$ cat src/rtl/dbt_pkg.sv
package dbt_pkg;

  typedef enum logic [2:0] {
    CMD_IDLE = 3'd0,
    CMD_ACT  = 3'd1,
    CMD_RD   = 3'd2,
    CMD_WR   = 3'd3,
    CMD_PRE  = 3'd4,
    CMD_REF  = 3'd5,
    CMD_MRS  = 3'd6,
    CMD_RSV  = 3'd7
  } dbt_cmd_e;

  // One cycle of countdown, floored at zero.
  function automatic int unsigned tick(int unsigned cur);
    return (cur == 0) ? 0 : cur - 1;
  endfunction

  // Counter value after an event that forbids the dependent command for
  // 'cycles' cycles, never shortening a wait already pending.
  function automatic int unsigned hold(int unsigned cur, int unsigned cycles);
    int unsigned want;
    want = (cycles == 0) ? 0 : cycles - 1;
    return (cur > want) ? cur : want;
  endfunction

  // Wait before the next activate after an auto-precharge column command:
  // the internal precharge starts when both the active-time window and the
  // column-to-precharge gap have ended, then the precharge period runs.
  function automatic int unsigned ap_wait(int unsigned ras_left,
                                          int unsigned col_gap,
                                          int unsigned trp);
    int unsigned start;
    start = (ras_left > col_gap) ? ras_left : col_gap;
    return start + trp - 1;
  endfunction

endpackage

$ cat src/rtl/dbt_bank.sv
module dbt_bank
  import dbt_pkg::*;
#(
  parameter int ROW_W = 14,
  parameter int CW    = 8,
  parameter int T_RCD = 5,
  parameter int T_RAS = 15,
  parameter int T_RC  = 20,
  parameter int T_RP  = 5,
  parameter int T_RTP = 3,
  parameter int T_WR  = 5,
  parameter int T_RFC = 35
) (
  input  logic             clk,
  input  logic             rst_n,
  input  logic             do_act,
  input  logic             do_close,
  input  logic             do_rd,
  input  logic             do_wr,
  input  logic             do_ap,
  input  logic             do_ref,
  input  logic [ROW_W-1:0] row_in,
  output logic             open_o,
  output logic [ROW_W-1:0] row_o,
  output logic             act_ok,
  output logic             col_ok,
  output logic             pre_ok
);

  logic             open_q, open_n;
  logic [ROW_W-1:0] row_q, row_n;
  logic [CW-1:0]    rcd_q, rcd_n;   // activate -> column
  logic [CW-1:0]    ras_q, ras_n;   // activate -> precharge
  logic [CW-1:0]    gap_q, gap_n;   // column   -> precharge
  logic [CW-1:0]    act_q, act_n;   // anything -> next activate

  always_comb begin
    open_n = open_q;
    row_n  = row_q;
    rcd_n  = CW'(tick(rcd_q));
    ras_n  = CW'(tick(ras_q));
    gap_n  = CW'(tick(gap_q));
    act_n  = CW'(tick(act_q));
    if (do_act) begin
      open_n = 1'b1;
      row_n  = row_in;
      rcd_n  = CW'(hold(0, T_RCD));
      ras_n  = CW'(hold(0, T_RAS));
      act_n  = CW'(hold(act_n, T_RC));
    end
    if (do_rd || do_wr) begin
      gap_n = CW'(hold(gap_n, do_rd ? T_RTP : T_WR));
      if (do_ap) begin
        open_n = 1'b0;
        act_n  = CW'(hold(act_n, 1 + ap_wait(ras_q,
                        hold(gap_q, do_rd ? T_RTP : T_WR) + 1, T_RP)));
      end
    end
    if (do_close) begin
      open_n = 1'b0;
      act_n  = CW'(hold(act_n, T_RP));
    end
    if (do_ref) act_n = CW'(hold(act_n, T_RFC));
  end

  always_ff @(posedge clk) begin
    if (!rst_n) begin
      open_q <= 1'b0;
      row_q  <= '0;
      rcd_q  <= '0;
      ras_q  <= '0;
      gap_q  <= '0;
      act_q  <= '0;
    end else begin
      open_q <= open_n;
      row_q  <= row_n;
      rcd_q  <= rcd_n;
      ras_q  <= ras_n;
      gap_q  <= gap_n;
      act_q  <= act_n;
    end
  end

  assign open_o = open_q;
  assign row_o  = row_q;
  assign act_ok = (act_q == '0);
  assign col_ok = (rcd_q == '0);
  assign pre_ok = (ras_q == '0) && (gap_q == '0);

endmodule

$ cat src/rtl/dbt_gap_timers.sv
module dbt_gap_timers
  import dbt_pkg::*;
#(
  parameter int CW    = 8,
  parameter int T_RRD = 3,
  parameter int T_CCD = 2,
  parameter int T_WTR = 3,
  parameter int T_MRD = 2
) (
  input  logic       clk,
  input  logic       rst_n,
  input  logic [3:0] load,    // 0 activate, 1 column, 2 write, 3 mode write
  output logic [3:0] clear
);

  localparam int NUM_GAPS = 4;
  localparam int GAP_LEN [NUM_GAPS] = '{T_RRD, T_CCD, T_WTR, T_MRD};

  for (genvar g = 0; g < NUM_GAPS; g++) begin : g_gap
    logic [CW-1:0] cnt_q;
    always_ff @(posedge clk) begin
      if (!rst_n)       cnt_q <= '0;
      else if (load[g]) cnt_q <= CW'(hold(tick(cnt_q), GAP_LEN[g]));
      else              cnt_q <= CW'(tick(cnt_q));
    end
    assign clear[g] = (cnt_q == '0);
  end

endmodule

$ cat src/rtl/dram_bank_tracker.sv
module dram_bank_tracker
  import dbt_pkg::*;
#(
  parameter int NUM_BANKS = 4,
  parameter int ROW_W     = 14,
  parameter int T_RCD     = 5,
  parameter int T_RP      = 5,
  parameter int T_RAS     = 15,
  parameter int T_RC      = 20,
  parameter int T_RRD     = 3,
  parameter int T_CCD     = 2,
  parameter int T_WTR     = 3,
  parameter int T_RTP     = 3,
  parameter int T_WR      = 5,
  parameter int T_MRD     = 2,
  parameter int T_RFC     = 35
) (
  input  logic                         clk,
  input  logic                         rst_n,
  input  logic                         cmd_valid,
  input  logic [2:0]                   cmd_type,
  input  logic [$clog2(NUM_BANKS)-1:0] cmd_bank,
  input  logic                         cmd_a10,
  input  logic [ROW_W-1:0]             cmd_row,
  input  logic                         cmd_issue,
  output logic                         cmd_legal,
  output logic [NUM_BANKS-1:0]         bank_open,
  output logic [NUM_BANKS*ROW_W-1:0]   open_row
);

  localparam int BW = $clog2(NUM_BANKS);
  localparam int CW = $clog2(T_RFC + T_RC + T_RAS + T_WR + T_RTP + T_RP + 2);

  dbt_cmd_e             op;
  logic [NUM_BANKS-1:0] act_ok, col_ok, pre_ok;
  logic [3:0]           gap_clear, gap_load;
  logic                 verdict, fire;

  // Named internal events.
  logic sel_open, sel_act_ok, sel_col_ok, sel_pre_ok;
  logic all_closed, all_idle, close_all_ok;
  logic rrd_ok, ccd_ok, wtr_ok, mrd_ok;

  assign op         = dbt_cmd_e'(cmd_type);
  assign sel_open   = bank_open[cmd_bank];
  assign sel_act_ok = act_ok[cmd_bank];
  assign sel_col_ok = col_ok[cmd_bank];
  assign sel_pre_ok = pre_ok[cmd_bank];
  assign all_closed   = ~|bank_open;
  assign all_idle     = &act_ok;
  assign close_all_ok = &(pre_ok | ~bank_open);
  assign rrd_ok = gap_clear[0];
  assign ccd_ok = gap_clear[1];
  assign wtr_ok = gap_clear[2];
  assign mrd_ok = gap_clear[3];

  always_comb begin
    unique case (op)
      CMD_IDLE: verdict = 1'b1;
      CMD_ACT:  verdict = mrd_ok && rrd_ok && !sel_open && sel_act_ok;
      CMD_RD:   verdict = mrd_ok && sel_open && sel_col_ok && ccd_ok && wtr_ok;
      CMD_WR:   verdict = mrd_ok && sel_open && sel_col_ok && ccd_ok;
      CMD_PRE:  verdict = mrd_ok && (cmd_a10 ? close_all_ok
                                             : (!sel_open || sel_pre_ok));
      CMD_REF,
      CMD_MRS:  verdict = mrd_ok && all_closed && all_idle;
      default:  verdict = 1'b0;
    endcase
  end

  assign cmd_legal = !cmd_valid || verdict;
  assign fire      = cmd_valid && cmd_issue && verdict;

  assign gap_load[0] = fire && (op == CMD_ACT);
  assign gap_load[1] = fire && (op == CMD_RD || op == CMD_WR);
  assign gap_load[2] = fire && (op == CMD_WR);
  assign gap_load[3] = fire && (op == CMD_MRS);

  dbt_gap_timers #(
    .CW(CW), .T_RRD(T_RRD), .T_CCD(T_CCD), .T_WTR(T_WTR), .T_MRD(T_MRD)
  ) u_gaps (
    .clk(clk), .rst_n(rst_n), .load(gap_load), .clear(gap_clear)
  );

  for (genvar b = 0; b < NUM_BANKS; b++) begin : g_bank
    logic hit;
    assign hit = (cmd_bank == BW'(b));

    dbt_bank #(
      .ROW_W(ROW_W), .CW(CW), .T_RCD(T_RCD), .T_RAS(T_RAS), .T_RC(T_RC),
      .T_RP(T_RP), .T_RTP(T_RTP), .T_WR(T_WR), .T_RFC(T_RFC)
    ) u_bank (
      .clk     (clk),
      .rst_n   (rst_n),
      .do_act  (fire && op == CMD_ACT && hit),
      .do_close(fire && op == CMD_PRE && (cmd_a10 || hit) && bank_open[b]),
      .do_rd   (fire && op == CMD_RD && hit),
      .do_wr   (fire && op == CMD_WR && hit),
      .do_ap   (cmd_a10),
      .do_ref  (fire && op == CMD_REF),
      .row_in  (cmd_row),
      .open_o  (bank_open[b]),
      .row_o   (open_row[b*ROW_W +: ROW_W]),
      .act_ok  (act_ok[b]),
      .col_ok  (col_ok[b]),
      .pre_ok  (pre_ok[b])
    );
  end

endmodule

$ cat config.mk
export PLATFORM = sky130hd
export DESIGN_NAME = dram_bank_tracker
export DESIGN_NICKNAME = d
export VERILOG_FILES = /design/src/rtl/dbt_pkg.sv /design/src/rtl/dbt_bank.sv /design/src/rtl/dbt_gap_timers.sv /design/src/rtl/dram_bank_tracker.sv
export SDC_FILE = /design/constraint.sdc
export NUM_CORES = 1
export LEC_CHECK = 0
export ABC_AREA = 1
export BUFFER_PORTS_ARGS = -buffer_cell sky130_fd_sc_hd__buf_2
export CORE_UTILIZATION = 60
export CTS_CLUSTER_DIAMETER = 100
export DETAILED_ROUTE_END_ITERATION = 8
export HOLD_SLACK_MARGIN = 0.05
export MAX_ROUTING_LAYER = met4
export PLACE_DENSITY = 0.79
export SLEW_MARGIN = 20
export SYNTH_ARGS = -nofsm -noshare
export SYNTH_HDL_FRONTEND = slang
export SYNTH_SLANG_ARGS = --single-unit
export TNS_END_PERCENT = 1
$ cat constraint.sdc
create_clock -name clk -period 9.7 [get_ports clk]
set_input_delay 0.97 -clock clk [delete_from_list [all_inputs] [get_ports clk]]
set_output_delay 0.97 -clock clk [all_outputs]
set_load 0.02 [all_outputs]
**Word-level counts from Yosys, hierarchy flattened**

Cells that the tools add are included.

- Output and inout bits: 61
- Bits of input ports: 24
- Register bits: 200
- Logic and storage cells: 350

- Muxes and demuxes: 122
- Reductions and logical operators: 103
- Bitwise logic cells: 3
- $add $sub $neg: 44
- Magnitude comparators: 33
- Equality and inequality tests: 9

Operators with widths:

| operator | count |
|---|---|
| $mux 32 | 20 |
| $gt 7x32->1 | 16 |
| $mux 7 | 60 |
| $sub 32x1->32 const B | 12 |
| $logic_not 32->1 | 8 |
| $logic_not 7->1 | 20 |
| $add 1x32->32 const A | 4 |
| $add 32x1->32 const B | 4 |
| $add 32x3->32 const B | 4 |
| $sub 7x1->7 const B | 16 |
| $gt 32x1->1 const B | 2 |
| $gt 32x2->1 const B | 2 |
| $logic_and 1x1->1 | 43 |
| $mux 3 | 12 |
| $mux 4 | 8 |
| $sub 7x1->8 const B | 4 |
| $gt 7x3->1 const B | 4 |
| $gt 7x5->1 const B | 4 |
| $gt 7x6->1 const B | 4 |
| $reduce_or 3->1 | 8 |
| $mux 1 | 17 |
| $logic_or 1x1->1 | 11 |
| $reduce_or 2->1 | 5 |
| $eq 3x3->1 const B | 3 |
| other kinds (15) | 23 |

**Logic depth before layout (Yosys ltp)**

Gate-level depths: netlist of the first run.

- Word-level depth: 34
- Gate-level depth with buffers: 62
- Mapped depth without buffers: 62

**Cells and area by module**

Synthesis of the first run repeated with hierarchy kept, for this count alone.

- Cells, all modules: 2473
- Area total of the unflattened synthesis: 15947.8 µm²

By module, submodules not included:

| module | cells each | area each (µm²) | instances | sequential area each (µm²) |
|---|---|---|---|---|
| dbt_bank (g_bank[1].u_bank ...) | 522 | 3385.7 | 3 | 860.8 |
| dbt_bank (g_bank[0].u_bank) | 535 | 3464.6 | 1 | 860.8 |
| dbt_gap_timers | 247 | 1676.6 | 1 | 560.5 |
| dram_bank_tracker | 125 | 649.4 | 1 | 0.0 |

**Least setup slack after synthesis of the first run**

OpenSTA, ideal clock, no wires.

- Path type: in2reg
- Start: input cmd_bank[0]
- End: register g_bank[3].u_bank.act_q[0]
- Path buffers: 1
- Required time: 9.567 ns
- Setup time: 0.133 ns
- Setup slack: 2.413 ns
- Stages on the path: 54
- Arrival time: 7.154 ns
- Path through: nor2_2 nand2_1 nand2_1 nor2_2 nor3_2 nand3_2 nor2_4 nor2_2 nand2_4 nand3_4 nor2_4 inv_2 o21ai_1 nand2_1 nand2_1 o21ai_0 ha_1 inv_1 (+18 left out) inv_1 nor2_1 inv_1 ha_1 a21oi_1 nor2_1 o21a_1 o21a_1 o21ai_0 a21oi_1 nand2_4 nand2_4 buf_6 o21ai_2 nand2_2 nor2_2 nand2_1 nor3b_2

- Longest elaborated chain between the ends: 33
- Elaborated cells on any way between the ends: 59
- Classes of those cells: add/sub: 6; order compare: 5; eq/ne: 1; mux: 23; reduce/logical: 24

Ends and longest elaborated chain:

| what | RTL line | text |
|---|---|---|
| from (decl) | dram_bank_tracker.sv:22 | `input logic [$clog2(NUM_BANKS)-1:0] cmd_bank,` |
| $bmux 1 s2 | dram_bank_tracker.sv:45 | `assign sel_open = bank_open[cmd_bank];` |
| $mux 1 (implied by the code) | dram_bank_tracker.sv:45 |  |
| $logic_not 1->1 / $logic_and 1x1->1 (equally long branches) | -- |  |
| $logic_or 1x1->1 / $logic_and 1x1->1 (equally long branches) | dram_bank_tracker.sv:64, dram_bank_tracker.sv:61, dram_bank_tracker.sv:62 |  |
| $mux 1 / $logic_and 1x1->1 (equally long branches) | dram_bank_tracker.sv:63, dram_bank_tracker.sv:61, dram_bank_tracker.sv:62 |  |
| $logic_and 1x1->1 (on tied branches) | dram_bank_tracker.sv:63, dram_bank_tracker.sv:61 |  |
| $pmux 1 s6 | dram_bank_tracker.sv:58 | `unique case (op)` |
| $logic_and 1x1->1 | dram_bank_tracker.sv:72 | `assign fire = cmd_valid && cmd_issue && verdict;` |
| (+17 left out) | -- |  |
| $mux 7 | dbt_bank.sv:53 | `if (do_ap) begin` |
| $mux 7 | dbt_bank.sv:51 | `if (do_rd \|\| do_wr) begin` |
| $gt 7x3->1 | dbt_pkg.sv:24 | `return (cur > want) ? cur : want;` |
| $mux 7 | dbt_pkg.sv:24 |  |
| $mux 7 | dbt_bank.sv:59 | `if (do_close) begin` |
| $gt 7x6->1 | dbt_pkg.sv:24 |  |
| $mux 7 | dbt_pkg.sv:24 |  |
| $mux 7 (*) | dbt_bank.sv:63 | `if (do_ref) act_n = CW'(hold(act_n, T_RFC));` |
| to (signal assigned) | dbt_bank.sv:80 | `act_q <= act_n;` |
| to (decl) | dbt_bank.sv:35 | `logic [CW-1:0] act_q, act_n;` |

Every way passes the cells marked *; elsewhere a longest branch is shown, timed or not. The select of a mux whose other input is x is not followed.
A chain may end at the register's enable or synchronous reset.

**Final worst setup path of the first run**

- Start: register g_bank[3].u_bank.act_q[0]
- End: register g_bank[1].u_bank.act_q[0]

- Longest elaborated chain between the ends: 31
- Elaborated cells on any way between the ends: 45
- Classes of those cells: add/sub: 6; order compare: 5; mux: 16; reduce/logical: 18

Ends and longest elaborated chain:

| what | RTL line | text |
|---|---|---|
| $logic_not 7->1 (*) | dbt_bank.sv:86 | `assign act_ok = (act_q == '0);` |
| $bmux 1 s2 | dram_bank_tracker.sv:46 | `assign sel_act_ok = act_ok[cmd_bank];` |
| $mux 1 (implied by the code) | dram_bank_tracker.sv:46 |  |
| $logic_and 1x1->1 | dram_bank_tracker.sv:60 | `CMD_ACT: verdict = mrd_ok && rrd_ok && !sel_open && sel_act_ok;` |
| $pmux 1 s6 (*) | dram_bank_tracker.sv:58 |  |
| $logic_and 1x1->1 (*) | dram_bank_tracker.sv:72 |  |
| $logic_and 1x1->1 (2 in a row) | dram_bank_tracker.sv:97 | `.do_rd (fire && op == CMD_RD && hit),` |
| $mux 3 | dbt_bank.sv:56 | `hold(gap_q, do_rd ? T_RTP : T_WR) + 1, T_RP)));` |
| (+14 left out) | -- |  |
| $mux 7 | dbt_bank.sv:53 |  |
| $mux 7 | dbt_bank.sv:51 |  |
| $gt 7x3->1 | dbt_pkg.sv:24 |  |
| $mux 7 | dbt_pkg.sv:24 |  |
| $mux 7 | dbt_bank.sv:59 |  |
| $gt 7x6->1 | dbt_pkg.sv:24 |  |
| $mux 7 | dbt_pkg.sv:24 |  |
| $mux 7 (*) | dbt_bank.sv:63 |  |
| to (signal assigned) | dbt_bank.sv:80 |  |
| to (decl) | dbt_bank.sv:35 |  |

Marks and branches as above.

==> metrics, run 1 <==
DR vias/cell=5.31; Worst R2R Path Depth=55; first-pass GRT wire length=roughly 56 mm; port buffer count=84; Final Hold Viols=0; number of cell rows=55; Worst Setup Start Kind=register; Setup violations, final=0; synth cell count leaders=nand2_1, nor2_1, inv_1; Slew Limit Fails=0; Die X=154 um; yosys warns=0; CP Data Arrival Time=8.48 ns; most used cell, CP=nand2_1; post-route cell area=15,200 um^2; WHS Path Cells=1; Fmax achieved=122 MHz; Slew HR=between 40% and 50%; worst-margin pin slew=0.816 ns; layout cell share with drive strength beyond 1=12.2%; register bit count reported by yosys=200; wire length per cell=13.3 um; Area Growth Syn to Fin=9.21%; Iteration-0 DRC Markers=769; count leader, synth=nand2_1; die area=23,900 um^2; core area=22,700 um^2; worst skew pair latency=around 0.46 ns; Worst path depth=55; Synth area leader=dfxtp_1; Hold Crit Class=reg -> reg; async set or reset register ratio after synthesis=0%; final net count=between 2,000 and 2,500; Largest stage delay, worst path=0.51 ns; setup TNS=0 ns; Detail Placement HPWL=24.8 mm; TritonRoute pass-1 iters=7; clock sink count=200; synth top area cells=dfxtp_1, nand2_1, ha_1, nor2_1, inv_1; Worst Path Buf+Inv=8; kind of critical path=reg -> reg; post-layout min period=just over 8 ns; Avg Synthesized Cell Area=6.67 um^2; PostCTS Resize Cnt=0; slowest CP cell=o21ai_0; Die Ht=approximately 150 um; root cell of the clock tree=clkbuf_16; GRT Overall Usage=29.0%; global route total overflow=0; Clock Skew=0.0223 ns; Worst setup EP type=register; worst slack, placed=1.26 ns; post-CTS setup buffer count=0; htree depth=4; Final period util=a little over four fifths; WL final=32.7 mm; Syn Inst Count=2,092; RSZ-0062 raised after global routing=false; post-route ant nets=0; number of buffers created by CTS=17; final worst slack=1.53 ns; critical path's top delay family=simple AND/OR/NAND/NOR gates; clock buffer depth=2; number of distinct library cells after synthesis=60; clock edge transition at the registers on the reported setup and hold paths=about 0.090 ns; vias=13,082; Seq/Total Area, Yosys=between 20 and 30%; Req. time, crit path=10.01 ns; area share of the largest cell type after synthesis=28.7%; outcome=completed; Synth Flop Type=dfxtp_1; I/O pins=85; number of remaining DRC errors=0; Starting Density=61.4%; TritonCTS clock tree=built; vias in the first global route=12,277; critical path fanouts, max=12; largest net degree at the start of global routing=76; initial antenna violation count=2; mapped cell area=13,900 um^2; post-placement cell area=14,600 um^2; Post-synth EDFFs=0; MaxCap Viol Count=0; Post-CTS Hold Fix Bufs=0; GP Congestion=approximately 0.92
## layer usage
metal	track usage [%]	routed length, um	share of wire [%]	vias up
li1	-	-	-	6840
met1	34.6	14800	45	5891
met2	48.3	15300	47	277
met3	5.27	1520	4.7	74
met4	11.3	1060	3.2	0
met5	-	0	0	-
## sequential cells by signal, indices dropped and copies added, names as in the netlist
name / count
g_bank.u_bank.rcd_q: 28
g_bank.u_bank.open_o: 4
g_bank.u_bank.act_q: 28
g_bank.u_bank.ras_q: 28
g_bank.u_bank.gap_q: 28
u_gaps.g_gap.cnt_q: 28
g_bank.u_bank.row_o: 56
## area by class of cell
type / count / area [um^2]
antenna: 2 / 5.00
clock buffer: 17 / 425
clock inverter: 15 / 228
fill: 2045 / 7480
inverter: 296 / 1110
multi-input combinational: 1558 / 8630
sequential: 200 / 4000
tap: 285 / 357
timing repair buffer: 91 / 473
## stage by stage
stage               util, %  instances  hold slack [ns]
finish                 67.1       2464            0.414
global route           67.1       2464            0.425
floorplan                 -       2095            0.393
detailed placement     64.2       2430            0.404
CTS                    67.0       2462            0.417
global placement       64.2       2430            0.399
## cell usage in the layout (no fill, tap or decap), types with 20 or more instances in the layout
| cell | synthesis | layout |
|---|---|---|
| a21oi_1 | 87 | 87 |
| buf_2 | 2 | 84 |
| dfxtp_1 | 200 | 200 |
| ha_1 | 115 | 115 |
| inv_1 | 271 | 271 |
| inv_2 | 22 | 23 |
| nand2_1 | 431 | 431 |
| nand2_2 | 20 | 20 |
| nand3_1 | 114 | 114 |
| nand4_1 | 33 | 33 |
| nor2_1 | 350 | 349 |
| nor3_1 | 39 | 39 |
| o21ai_0 | 106 | 106 |
| xnor2_1 | 27 | 27 |
| xor2_1 | 42 | 42 |
## cell families after synthesis
family | count (synthesis) | synth area share, %
and+or+nand+nor | 1094 | 35.4
buffers and inverters | 337 | 9.52
AOI/OAI and AO/OA | 272 | 11.2
DFF | 200 | 28.7
adders and majority gates | 115 | 10.3
xor gates and xnor gates | 73 | 4.88
other | 1 | 0.0269
## worst paths after layout
path | slack, ns | endpoint | start
worst min-delay path | 0.41 | g_bank[1].u_bank.ras_q[0] | g_bank[1].u_bank.ras_q[0]
worst max-delay path | 1.53 | g_bank[1].u_bank.act_q[0] | g_bank[3].u_bank.act_q[0]
worst min register to register | 0.41 | g_bank[1].u_bank.ras_q[0] | g_bank[1].u_bank.ras_q[0]
worst max register to register | 1.53 | g_bank[1].u_bank.act_q[0] | g_bank[3].u_bank.act_q[0]
Power of run 1 is not shown: default switching activity piles up to over one toggle a cycle in this logic, so the estimate is an artifact.
==> run 2: changes to the inputs <==
--- a/config.mk
+++ b/config.mk
@@ -7,12 +7,12 @@
 export LEC_CHECK = 0
 export ABC_AREA = 1
 export BUFFER_PORTS_ARGS = -buffer_cell sky130_fd_sc_hd__buf_2
-export CORE_UTILIZATION = 60
+export CORE_UTILIZATION = 56
 export CTS_CLUSTER_DIAMETER = 100
 export DETAILED_ROUTE_END_ITERATION = 8
 export HOLD_SLACK_MARGIN = 0.05
 export MAX_ROUTING_LAYER = met4
-export PLACE_DENSITY = 0.79
+export PLACE_DENSITY = 0.77
 export SLEW_MARGIN = 20
 export SYNTH_ARGS = -nofsm -noshare
 export SYNTH_HDL_FRONTEND = slang
==> constraint.sdc (replaced) <==
create_clock -name clk -period 7.1 [get_ports clk]
set_input_delay 0.71 -clock clk [delete_from_list [all_inputs] [get_ports clk]]
set_output_delay 0.71 -clock clk [all_outputs]
set_load 0.02 [all_outputs]
==> run 2 against run 1 <==
The run now ends with negative setup slack left. Via count rose by 12%. Final cell count increased by 12%. Critical path depth down 1. Register-to-register slack got worse by 1.8 ns. Sequential share of layout area fell by 3.9 points. Largest cell class unchanged. Wire length rose by 19%. Clock skew barely moved. First-iteration DRC count is 34% higher. Highest routed layer unchanged. Design area increased by 18%.
==> metrics, run 2 (synthesis results as in run 1) <==
outcome=finished with violations; violated checks=negative setup slack; Worst setup EP type=register; kind of critical path=reg -> reg; Die X=160 um; Hold Crit Class=reg -> reg; critical path's top delay family=simple AND/OR/NAND/NOR gates; CP Data Arrival Time=7.74 ns; wire length per cell=approximately 14 um; Slew HR=36.2%; commonest non-fill, non-tap cell in the layout=nand2_1; largest net degree at the start of global routing=64; core area=approximately 24,000 um^2; final net count=2,557; clock buffer depth=2; Largest stage delay, worst path=0.34 ns; commonest cells after routing, fill and taps aside=nand2_1, nor2_1, buf_4, inv_1, dfxtp_1; Iteration-0 DRC Markers=1,031; vias=14,695; root cell of the clock tree=clkbuf_16; # fillers=~1,900; htree depth=4; die area=25,500 um^2; clock sink count=200; slowest CP cell=dfxtp_2; DR vias/cell=5.33; Setup violations, final=12; RSZ-0062 raised after global routing=true; Fmax achieved=approximately 130 MHz; global route total overflow=0; Die Ht=around 160 um; Slew Limit Fails=0; Worst Setup Start Kind=register; GP Congestion=0.922; vias in the first global route=13,934; setup TNS=-1.55 ns; worst-margin pin slew=approximately 0.95 ns; final worst slack=-0.318 ns; post-route ant nets=0; critical path fanouts, max=8; TritonCTS clock tree=built; number of cell rows=57; TritonRoute pass-1 iters=5; Final Hold Viols=0; Area Growth Syn to Fin=28.7%; worst skew pair latency=0.46 ns; first-pass GRT wire length=61.2 mm; GRT Overall Usage=29.5%; Largest register FFs=56; post-layout min period=7.42 ns; initial antenna violation count=2; worst slack, placed=-0.577 ns; number of buffers created by CTS=17; WL final=39.0 mm; layout cell share with drive strength beyond 1=27.6%; port buffer count=between 80 and 90; Clock Skew=roughly 0.022 ns; Final period util=104%; Starting Density=between 50% and 60%; MaxCap Viol Count=0; Detail Placement HPWL=between 20 and 30 mm; Worst Path Buf+Inv=7; clock edge transition at the registers on the reported setup and hold paths=0.09 ns; number of remaining DRC errors=0; Req. time, crit path=7.43 ns; I/O pins=85
run 2: final timing paths:
| path | slack, ns | startpoint | to | cells after the start |
|---|---|---|---|---|
| min reg2reg | 0.41 | g_bank[1].u_bank.ras_q[0] | g_bank[1].u_bank.ras_q[0] | 1 |
| max reg2reg | -0.32 | g_bank[0].u_bank.rcd_q[3] | g_bank[3].u_bank.act_q[0] | 54 |
| min | 0.41 | g_bank[1].u_bank.ras_q[0] | g_bank[1].u_bank.ras_q[0] | 1 |
| max | -0.32 | g_bank[0].u_bank.rcd_q[3] | g_bank[3].u_bank.act_q[0] | 54 |
run 2: layer usage:
metal	global-route usage [%]	vias to the layer above	share of wire [%]
met3	4.44	98	4.8
met5	-	-	0
li1	-	7349	-
met1	33.5	6843	41
met2	52.7	405	51
met4	10.2	0	2.7
run 2: stage by stage:
| stage | cells | instance area [um^2] | hold WS, ns | utilization (%) |
|---|---|---|---|---|
| 2_1_floorplan | 2095 | 14000 | 0.393 | - |
| 6_report | 2757 | 17900 | 0.415 | 73.6 |
| 5_1_grt | 2757 | 17900 | 0.424 | 73.6 |
| 3_3_place_gp | 2674 | 16200 | 0.399 | 66.3 |
| 3_5_place_dp | 2674 | 16200 | 0.402 | 66.3 |
| 4_1_cts | 2720 | 17100 | 0.414 | 70.0 |
run 2: repair_timing:
action	CTS	global route
resized for setup	43	168
hold buffers	0	0
cloned	1	2
pin swaps	22	111
buffers inserted	13	33
setup endpoints to repair	18	28
run 2: area by class of cell:
type | instances | area [um^2] | area share (%)
tap | 324 | 405 | 2.26
antenna | 2 | 5.00 | 0.0279
inverter | 296 | 1120 | 6.24
multi-input combinational | 1561 | 9360 | 52.1
clock buffer | 17 | 425 | 2.37
sequential | 200 | 4020 | 22.4
clock inverter | 15 | 238 | 1.32
timing repair buffer | 342 | 2380 | 13.2
Power of run 2 is left out for the same reason.
